<file path="src/rtl/pcc_pkg.sv">
package pcc_pkg;
  typedef enum logic [1:0] {
    GW_IDLE = 2'd0,
    GW_PEND = 2'd1,
    GW_HELD = 2'd2
  } gw_state_e;

  localparam int unsigned ADDR_W = 6;
  localparam logic [ADDR_W-1:0] ENA_BASE = 6'h20;
  localparam logic [ADDR_W-1:0] THR_BASE = 6'h30;
endpackage

</file>
<file path="src/rtl/pcc_gateway.sv">
module pcc_gateway
  import pcc_pkg::*;
(
  input  logic clk,
  input  logic rstN,
  input  logic level,
  input  logic claimHit,
  input  logic cplHit,
  output logic pending
);
  gw_state_e state, stateNext;

  always_comb begin
    stateNext = state;
    unique case (state)
      GW_IDLE: if (level)    stateNext = GW_PEND;
      GW_PEND: if (claimHit) stateNext = GW_HELD;
      GW_HELD: if (cplHit)   stateNext = GW_IDLE;
      default:               stateNext = GW_IDLE;
    endcase
  end

  always_ff @(posedge clk or negedge rstN) begin
    if (!rstN) state <= GW_IDLE;
    else       state <= stateNext;
  end

  assign pending = (state == GW_PEND);
endmodule

</file>
<file path="src/rtl/pcc_datapath.sv">
module pcc_datapath
  import pcc_pkg::*;
#(
  parameter int NUM_SRC = 8,
  parameter int NUM_TGT = 2,
  parameter int PRIO_W  = 3,
  parameter int ID_W    = 4,
  parameter int CFG_W   = 8
) (
  input  logic                             clk,
  input  logic                             rstN,
  input  logic [NUM_SRC-1:0]               srcLevel,
  input  logic                             cfgWe,
  input  logic [ADDR_W-1:0]                cfgAddr,
  input  logic [CFG_W-1:0]                 cfgWdata,
  output logic [CFG_W-1:0]                 cfgRdata,
  input  logic [NUM_TGT-1:0]               claimRd,
  input  logic [2*NUM_TGT*NUM_SRC-NUM_TGT*NUM_SRC+2*NUM_SRC-1:0] strobeBus,
  output logic [NUM_TGT-1:0][ID_W-1:0]     pickId,
  output logic [NUM_TGT-1:0][NUM_SRC-1:0]  pickOh,
  output logic [NUM_TGT-1:0][NUM_SRC-1:0]  enMask,
  output logic [NUM_TGT-1:0]               irq
);
  typedef struct packed {
    logic [NUM_TGT-1:0][NUM_SRC-1:0] enClr;
    logic [NUM_SRC-1:0]              claimAny;
    logic [NUM_SRC-1:0]              cplHit;
  } strobe_t;

  strobe_t strobe;
  assign strobe = strobeBus;

  logic [NUM_SRC-1:0][PRIO_W-1:0] prioQ;
  logic [NUM_TGT-1:0][NUM_SRC-1:0] enQ, enD;
  logic [NUM_TGT-1:0][PRIO_W-1:0]  thrQ;
  logic [NUM_SRC-1:0]              pendVec;
  logic [NUM_SRC-1:0]              takenChain [NUM_TGT+1];

  function automatic logic [ID_W-1:0] bestId(input logic [NUM_SRC-1:0] elig,
                                             input logic [NUM_SRC-1:0][PRIO_W-1:0] prio);
    logic [PRIO_W-1:0] bp;
    logic [ID_W-1:0]   bi;
    bp = '0;
    bi = '0;
    for (int i = 0; i < NUM_SRC; i++)
      if (elig[i] && prio[i] > bp) begin
        bp = prio[i];
        bi = ID_W'(i + 1);
      end
    return bi;
  endfunction

  function automatic logic [PRIO_W-1:0] topPrio(input logic [NUM_SRC-1:0] elig,
                                                input logic [NUM_SRC-1:0][PRIO_W-1:0] prio);
    logic [PRIO_W-1:0] bp;
    bp = '0;
    for (int i = 0; i < NUM_SRC; i++)
      if (elig[i] && prio[i] > bp) bp = prio[i];
    return bp;
  endfunction

  function automatic logic [NUM_SRC-1:0] toOh(input logic [ID_W-1:0] id);
    logic [NUM_SRC-1:0] oh;
    oh = '0;
    for (int i = 0; i < NUM_SRC; i++)
      if (id == ID_W'(i + 1)) oh[i] = 1'b1;
    return oh;
  endfunction

  // gateways, one per source
  for (genvar i = 0; i < NUM_SRC; i++) begin : g_src
    pcc_gateway u_gw (
      .clk     (clk),
      .rstN    (rstN),
      .level   (srcLevel[i]),
      .claimHit(strobe.claimAny[i]),
      .cplHit  (strobe.cplHit[i]),
      .pending (pendVec[i])
    );
  end

  // enable masks: software write first, claim-side clear on top
  always_comb begin
    for (int t = 0; t < NUM_TGT; t++) begin
      enD[t] = (cfgWe && cfgAddr == ENA_BASE + ADDR_W'(t)) ? cfgWdata[NUM_SRC-1:0] : enQ[t];
      enD[t] = enD[t] & ~strobe.enClr[t];
    end
  end

  always_ff @(posedge clk or negedge rstN) begin
    if (!rstN) begin
      prioQ <= '0;
      enQ   <= '0;
      thrQ  <= '0;
    end else begin
      enQ <= enD;
      for (int i = 0; i < NUM_SRC; i++)
        if (cfgWe && cfgAddr == ADDR_W'(i + 1)) prioQ[i] <= cfgWdata[PRIO_W-1:0];
      for (int t = 0; t < NUM_TGT; t++)
        if (cfgWe && cfgAddr == THR_BASE + ADDR_W'(t)) thrQ[t] <= cfgWdata[PRIO_W-1:0];
    end
  end

  always_comb begin
    cfgRdata = '0;
    for (int i = 0; i < NUM_SRC; i++)
      if (cfgAddr == ADDR_W'(i + 1)) cfgRdata = CFG_W'(prioQ[i]);
    for (int t = 0; t < NUM_TGT; t++) begin
      if (cfgAddr == ENA_BASE + ADDR_W'(t)) cfgRdata = CFG_W'(enQ[t]);
      if (cfgAddr == THR_BASE + ADDR_W'(t)) cfgRdata = CFG_W'(thrQ[t]);
    end
  end

  // per-target selection; lower target index claims first
  assign takenChain[0] = '0;
  for (genvar t = 0; t < NUM_TGT; t++) begin : g_tgt
    assign pickId[t] = bestId(pendVec & enQ[t] & ~takenChain[t], prioQ);
    assign pickOh[t] = toOh(pickId[t]);
    assign irq[t]    = topPrio(pendVec & enQ[t], prioQ) > thrQ[t];
    assign takenChain[t+1] = takenChain[t] | (claimRd[t] ? pickOh[t] : '0);
  end

  assign enMask = enQ;
endmodule

</file>
<file path="src/rtl/pcc_control.sv">
module pcc_control #(
  parameter int NUM_SRC = 8,
  parameter int NUM_TGT = 2,
  parameter int ID_W    = 4
) (
  input  logic                             clk,
  input  logic                             rstN,
  input  logic                             quirkMode,
  input  logic [NUM_TGT-1:0]               claimRd,
  input  logic [NUM_TGT-1:0]               cplWe,
  input  logic [NUM_TGT*ID_W-1:0]          cplId,
  input  logic [NUM_TGT-1:0][ID_W-1:0]     pickId,
  input  logic [NUM_TGT-1:0][NUM_SRC-1:0]  pickOh,
  input  logic [NUM_TGT-1:0][NUM_SRC-1:0]  enMask,
  output logic [2*NUM_TGT*NUM_SRC-NUM_TGT*NUM_SRC+2*NUM_SRC-1:0] strobeBus,
  output logic [NUM_TGT*ID_W-1:0]          claimData
);
  typedef struct packed {
    logic [NUM_TGT-1:0][NUM_SRC-1:0] enClr;
    logic [NUM_SRC-1:0]              claimAny;
    logic [NUM_SRC-1:0]              cplHit;
  } strobe_t;

  strobe_t strobe;
  logic [NUM_TGT-1:0][NUM_SRC-1:0] claimHit;

  always_comb begin
    strobe   = '0;
    claimHit = '0;
    for (int t = 0; t < NUM_TGT; t++) begin
      claimHit[t] = claimRd[t] ? pickOh[t] : '0;
      strobe.claimAny = strobe.claimAny | claimHit[t];
      if (quirkMode) strobe.enClr[t] = claimHit[t];
      for (int i = 0; i < NUM_SRC; i++)
        if (cplWe[t] && cplId[t*ID_W +: ID_W] == ID_W'(i + 1) && enMask[t][i])
          strobe.cplHit[i] = 1'b1;
    end
  end

  assign strobeBus = strobe;

  always_ff @(posedge clk or negedge rstN) begin
    if (!rstN) claimData <= '0;
    else
      for (int t = 0; t < NUM_TGT; t++)
        if (claimRd[t]) claimData[t*ID_W +: ID_W] <= pickId[t];
  end
endmodule

</file>
<file path="src/rtl/pcc_top.sv">
module pcc_top
  import pcc_pkg::*;
#(
  parameter int NUM_SRC = 8,
  parameter int NUM_TGT = 2,
  parameter int PRIO_W  = 3,
  localparam int ID_W   = $clog2(NUM_SRC + 1),
  localparam int CFG_W  = (NUM_SRC > PRIO_W) ? NUM_SRC : PRIO_W
) (
  input  logic                    clk,
  input  logic                    rstN,
  input  logic                    quirkMode,
  input  logic [NUM_SRC-1:0]      srcLevel,
  input  logic                    cfgWe,
  input  logic [5:0]              cfgAddr,
  input  logic [CFG_W-1:0]        cfgWdata,
  output logic [CFG_W-1:0]        cfgRdata,
  input  logic [NUM_TGT-1:0]      claimRd,
  output logic [NUM_TGT*ID_W-1:0] claimData,
  input  logic [NUM_TGT-1:0]      cplWe,
  input  logic [NUM_TGT*ID_W-1:0] cplId,
  output logic [NUM_TGT-1:0]      irq
);
  localparam int STB_W = NUM_TGT*NUM_SRC + 2*NUM_SRC;

  logic [STB_W-1:0]                strobeBus;
  logic [NUM_TGT-1:0][ID_W-1:0]    pickId;
  logic [NUM_TGT-1:0][NUM_SRC-1:0] pickOh;
  logic [NUM_TGT-1:0][NUM_SRC-1:0] enMask;

  pcc_datapath #(
    .NUM_SRC(NUM_SRC), .NUM_TGT(NUM_TGT), .PRIO_W(PRIO_W), .ID_W(ID_W), .CFG_W(CFG_W)
  ) u_dp (
    .clk(clk), .rstN(rstN), .srcLevel(srcLevel),
    .cfgWe(cfgWe), .cfgAddr(cfgAddr), .cfgWdata(cfgWdata), .cfgRdata(cfgRdata),
    .claimRd(claimRd), .strobeBus(strobeBus),
    .pickId(pickId), .pickOh(pickOh), .enMask(enMask), .irq(irq)
  );

  pcc_control #(
    .NUM_SRC(NUM_SRC), .NUM_TGT(NUM_TGT), .ID_W(ID_W)
  ) u_ctl (
    .clk(clk), .rstN(rstN), .quirkMode(quirkMode),
    .claimRd(claimRd), .cplWe(cplWe), .cplId(cplId),
    .pickId(pickId), .pickOh(pickOh), .enMask(enMask),
    .strobeBus(strobeBus), .claimData(claimData)
  );
endmodule

</file>
<file path="config.mk">
export PLATFORM = sky130hd
export DESIGN_NAME = pcc_top
export DESIGN_NICKNAME = d
export VERILOG_FILES = /design/src/rtl/pcc_pkg.sv /design/src/rtl/pcc_gateway.sv /design/src/rtl/pcc_datapath.sv /design/src/rtl/pcc_control.sv /design/src/rtl/pcc_top.sv
export SDC_FILE = /design/constraint.sdc
export NUM_CORES = 1
export LEC_CHECK = 0
export CAP_MARGIN = 0
export CELL_PAD_IN_SITES_DETAIL_PLACEMENT = 0
export CELL_PAD_IN_SITES_GLOBAL_PLACEMENT = 1
export CORE_MARGIN = 5
export CORE_UTILIZATION = 45
export CTS_CLUSTER_DIAMETER = 100
export DETAILED_ROUTE_END_ITERATION = 6
export MAX_ROUTING_LAYER = met4
export PLACE_DENSITY_LB_ADDON = 0.2
export SLEW_MARGIN = 15
export SYNTH_ARGS = -nofsm -noshare
export SYNTH_HDL_FRONTEND = slang
export SYNTH_SLANG_ARGS = --single-unit
</file>
<file path="constraint.sdc">
create_clock -name clk -period 27.1 [get_ports clk]
set_input_delay 5.42 -clock clk [delete_from_list [all_inputs] [get_ports clk]]
set_output_delay 5.42 -clock clk [all_outputs]
set_load 0.02 [all_outputs]
</file>
==> run_results.csv <==
group,metric,value,unit
grt,grt_antenna_before_repair,0,
setup_path,cp-start-kind,"flop",
power_and_ir_drop,p_per_area,68.0,nW/µm²
grt,grt_start_max_net_pins,71,
logic_synthesis,syn_nets,881,
die,top_level_ports,56,
logic_synthesis,synth_edf_count,0,
logic_synthesis,ys_top_cells_by_area,"dfrtp_1 (27%), ha_1 (11%), mux2_2 (7.2%)",
cts,cts.reportedPaths.clkPinSlew,0.06,ns
cells_and_area,final_core_util,52.5,%
place,gp_congestion,0.975,
cells_and_area,fill_cells,1356,
sta,min_period_over_period,93.5,%
setup_path,setup.worst_path.class,"reg2reg",
logic_synthesis,seq_area_frac_synth,26.6,%
sta,slew_headroom,30.2,%
worst_hold_path,hold_path_class,"reg2reg",
setup_path,endpoint_kind,"flop",
detailed_routing,first_iter_violations,528,
grt,overflow,0,
logic_synthesis,async_reset_ff_share,100,%
logic_synthesis,synthFlopType,"dfrtp_1",
sta,timing.hold.ws,0.455,ns
cts,cts_buffer_depth,2,
detailed_routing,dr.pass1.iters,5,
power_and_ir_drop,vdd_drop_max,36.0,µV
logic_synthesis,yosysMostFrequentCell,"dfrtp_1",
die,die_w,131,µm
grt,grt_usage,28.3,%
cells_and_area,syn_to_final_growth,14.9,%
setup_path,regToRegSetupSlack,1.75,ns
setup_path,worst-path-buf-inv,4,
cells_and_area,fin_nets,927,
power_and_ir_drop,power,514,µW
setup_path,cp_common_cell,"ha_1",
sta,rsz0062_at_grt,"no",
sta,finalClockSkew,0.00985,ns
cts,cts_buffers,9,
die,core_area,14400,µm²
run_status,outcome,"finished clean",
cells_and_area,antennaDiodeCount,0,
grt,grt_pass1_wl,35900,µm
place,portBuffers,55,
detailed_routing,vias_per_cell,6.37,
setup_path,path_max_fanout,13,
sta,slew_violations,0,
cts,cts_root_buf,"clkbuf_16",
power_and_ir_drop,power.leakage,3.27,nW
logic_synthesis,synth_top_area_cell,"dfrtp_1",
sta,fin_crit,25.35,ns
logic_synthesis,yosys_register_bits,70,
cts,cts_max_level,3,
die,rows,44,
detailed_routing,vias,6507,
sta,setup_ws,1.75,ns
sta,fmax,0.0394,GHz
sta,finalSetupViolations,0,
cts,insertion_delay,0.35,ns
logic_synthesis,synth_cell_types,76,
logic_synthesis,synth_top_cells_by_count,"dfrtp_1 (70), nand2_1 (66), nor2_1 (65), inv_1 (60), ha_1 (56)",
grt,grt_pass1_vias,6271,
cells_and_area,drive_above_1_share,9.67,%
die,start_util,45.6,%
sta,finalHoldViolCount,0,
sta,fin_tns_setup,0,ns
detailed_routing,routed_wl,22900,µm
die,die_h,131,µm
logic_synthesis,netlist_instances,787,
cts,cts_tree,"built",
place,pre_cts_slack,2.27,ns
cts,numClockSinks,70,
logic_synthesis,netlist_area,6580,µm²
setup_path,cp_slowest_cell,"a211oi_1",
logic_synthesis,yosys_warnings,0,
sta,tightest_slew,1.04,ns
job,cap_viol_max_count,0,
setup_path,max_stage_delay,0.70,ns
setup_path,critPathTopFamily,"compound AO/OA/AOI/OAI gates",
place,post-dp-hpwl,18100,µm
logic_synthesis,syn_avg_cell_area,8.37,µm²
detailed_routing,detail_route.wl_per_cell,22.4,µm
setup_path,worstPathArrival,25.59,ns
detailed_routing,drc,0,
logic_synthesis,synth.top_cell.area_share,26.6,%
setup_path,cp.required,27.34,ns
detailed_routing,ant_nets,0,
die,dieArea,17100,µm²
cts,postCtsSetupBuffers,0,
[cell usage in the layout (no fill, tap or decap), types with 4 or more instances in the layout]
master / count
dfrtp_1: 70
nand2_1: 66
nor2_1: 65
inv_1: 60
ha_1: 56
clkdlybuf4s50_1: 54
a21oi_1: 51
mux2_2: 42
nand3_1: 40
o21ai_0: 34
mux2i_1: 28
a21o_1: 20
a31oi_1: 18
nor2b_1: 16
nor3_1: 14
a311oi_1: 13
and3_1: 11
a22o_1: 11
and2_1: 10
nand4_1: 10
o211ai_1: 9
a211oi_1: 9
clkbuf_16: 9
nand2b_1: 8
o31a_1: 6
nand4b_1: 6
o21a_1: 5
o22ai_1: 5
nor4_1: 4
o31ai_1: 4
or3_1: 4
o221ai_1: 4
[path summary, 6_finish.rpt]
path | to | from | cells past startpoint
max | u_dp.g_src[0].u_gw.state[0] | u_dp.enMask[0] | 102
min | u_dp.g_src[5].u_gw.state[0] | u_dp.g_src[5].u_gw.state[1] | 1
max reg2reg | u_dp.g_src[0].u_gw.state[0] | u_dp.enMask[0] | 102
min reg2reg | u_dp.g_src[5].u_gw.state[0] | u_dp.g_src[5].u_gw.state[1] | 1
max in group asynchronous | u_dp.prioQ[9] | rstN | 2
min in group asynchronous | u_dp.g_src[7].u_gw.state[0] | rstN | 2
[state kept, by name (all words and copies together), names as in the netlist]
name                   cells
u_dp.prioQ                24
u_dp.enMask               16
u_dp.g_src.u_gw.state     16
u_ctl.claimData            8
u_dp.thrQ                  6
[layer usage]
layer  vias up  global-route usage, %  share of wire [%]
met5         -                      -                  0
met4         0                   9.62                2.8
met3        32                   3.98                5.8
met2       242                   43.0                 46
met1      3175                   38.8                 46
li1       3058                      -                  -
[cells by family (layout without fill, tap and decap cells)]
group                      after synthesis  after routing  synth area share, %
buffers and inverters                   83            134                 4.86
and+or+nand+nor                        276            276                 21.3
adders and majority gates               58             58                 11.0
DFF                                     70             70                 26.6
AOI/OAI and AO/OA                      227            227                 24.1
muxes                                   73             73                 12.1
[worst register-to-register path: cells and delay by family (launching register included)]
family                     cells  cell delay, ns
DFF                            1            0.64
AOI/OAI and AO/OA             43           11.01
muxes                          7            2.45
adders and majority gates     15            4.11
buffers and inverters          4            0.28
and+or+nand+nor               33            6.70
[cell type report]
type	count	area [µm²]	share of cell area, %
Timing Repair Buffer	58	568	7.51
Multi-Input combinational cell	634	4520	59.7
Clock inverter	7	50.0	0.661
Clock buffer	9	225	2.98
Sequential cell	70	1750	23.2
Tap cell	184	230	3.04
Inverter	60	225	2.98
[stage by stage]
stage / instances / cell area, µm²
2_1_floorplan: 787 / 6580
3_3_place_gp: 1006 / 7290
3_5_place_dp: 1006 / 7290
4_1_cts: 1022 / 7560
5_1_grt: 1022 / 7570
6_report: 1022 / 7570
[power breakdown]
part	internal, mW	leakage, nW	switching [mW]	total [mW]
Combinational	0.101	2.24	0.136	0.238
Sequential	0.128	0.901	0.0357	0.163
Clock	0.0621	0.128	0.0513	0.113
Total	0.291	3.27	0.223	0.514
[timing repair]
item                                    4_1_cts  5_1_grt
resized for setup                             0        1
endpoints found under the setup margin        0        1
hold buffers                                  0        0
No activity file was read; power rests on OpenSTA's default activity.
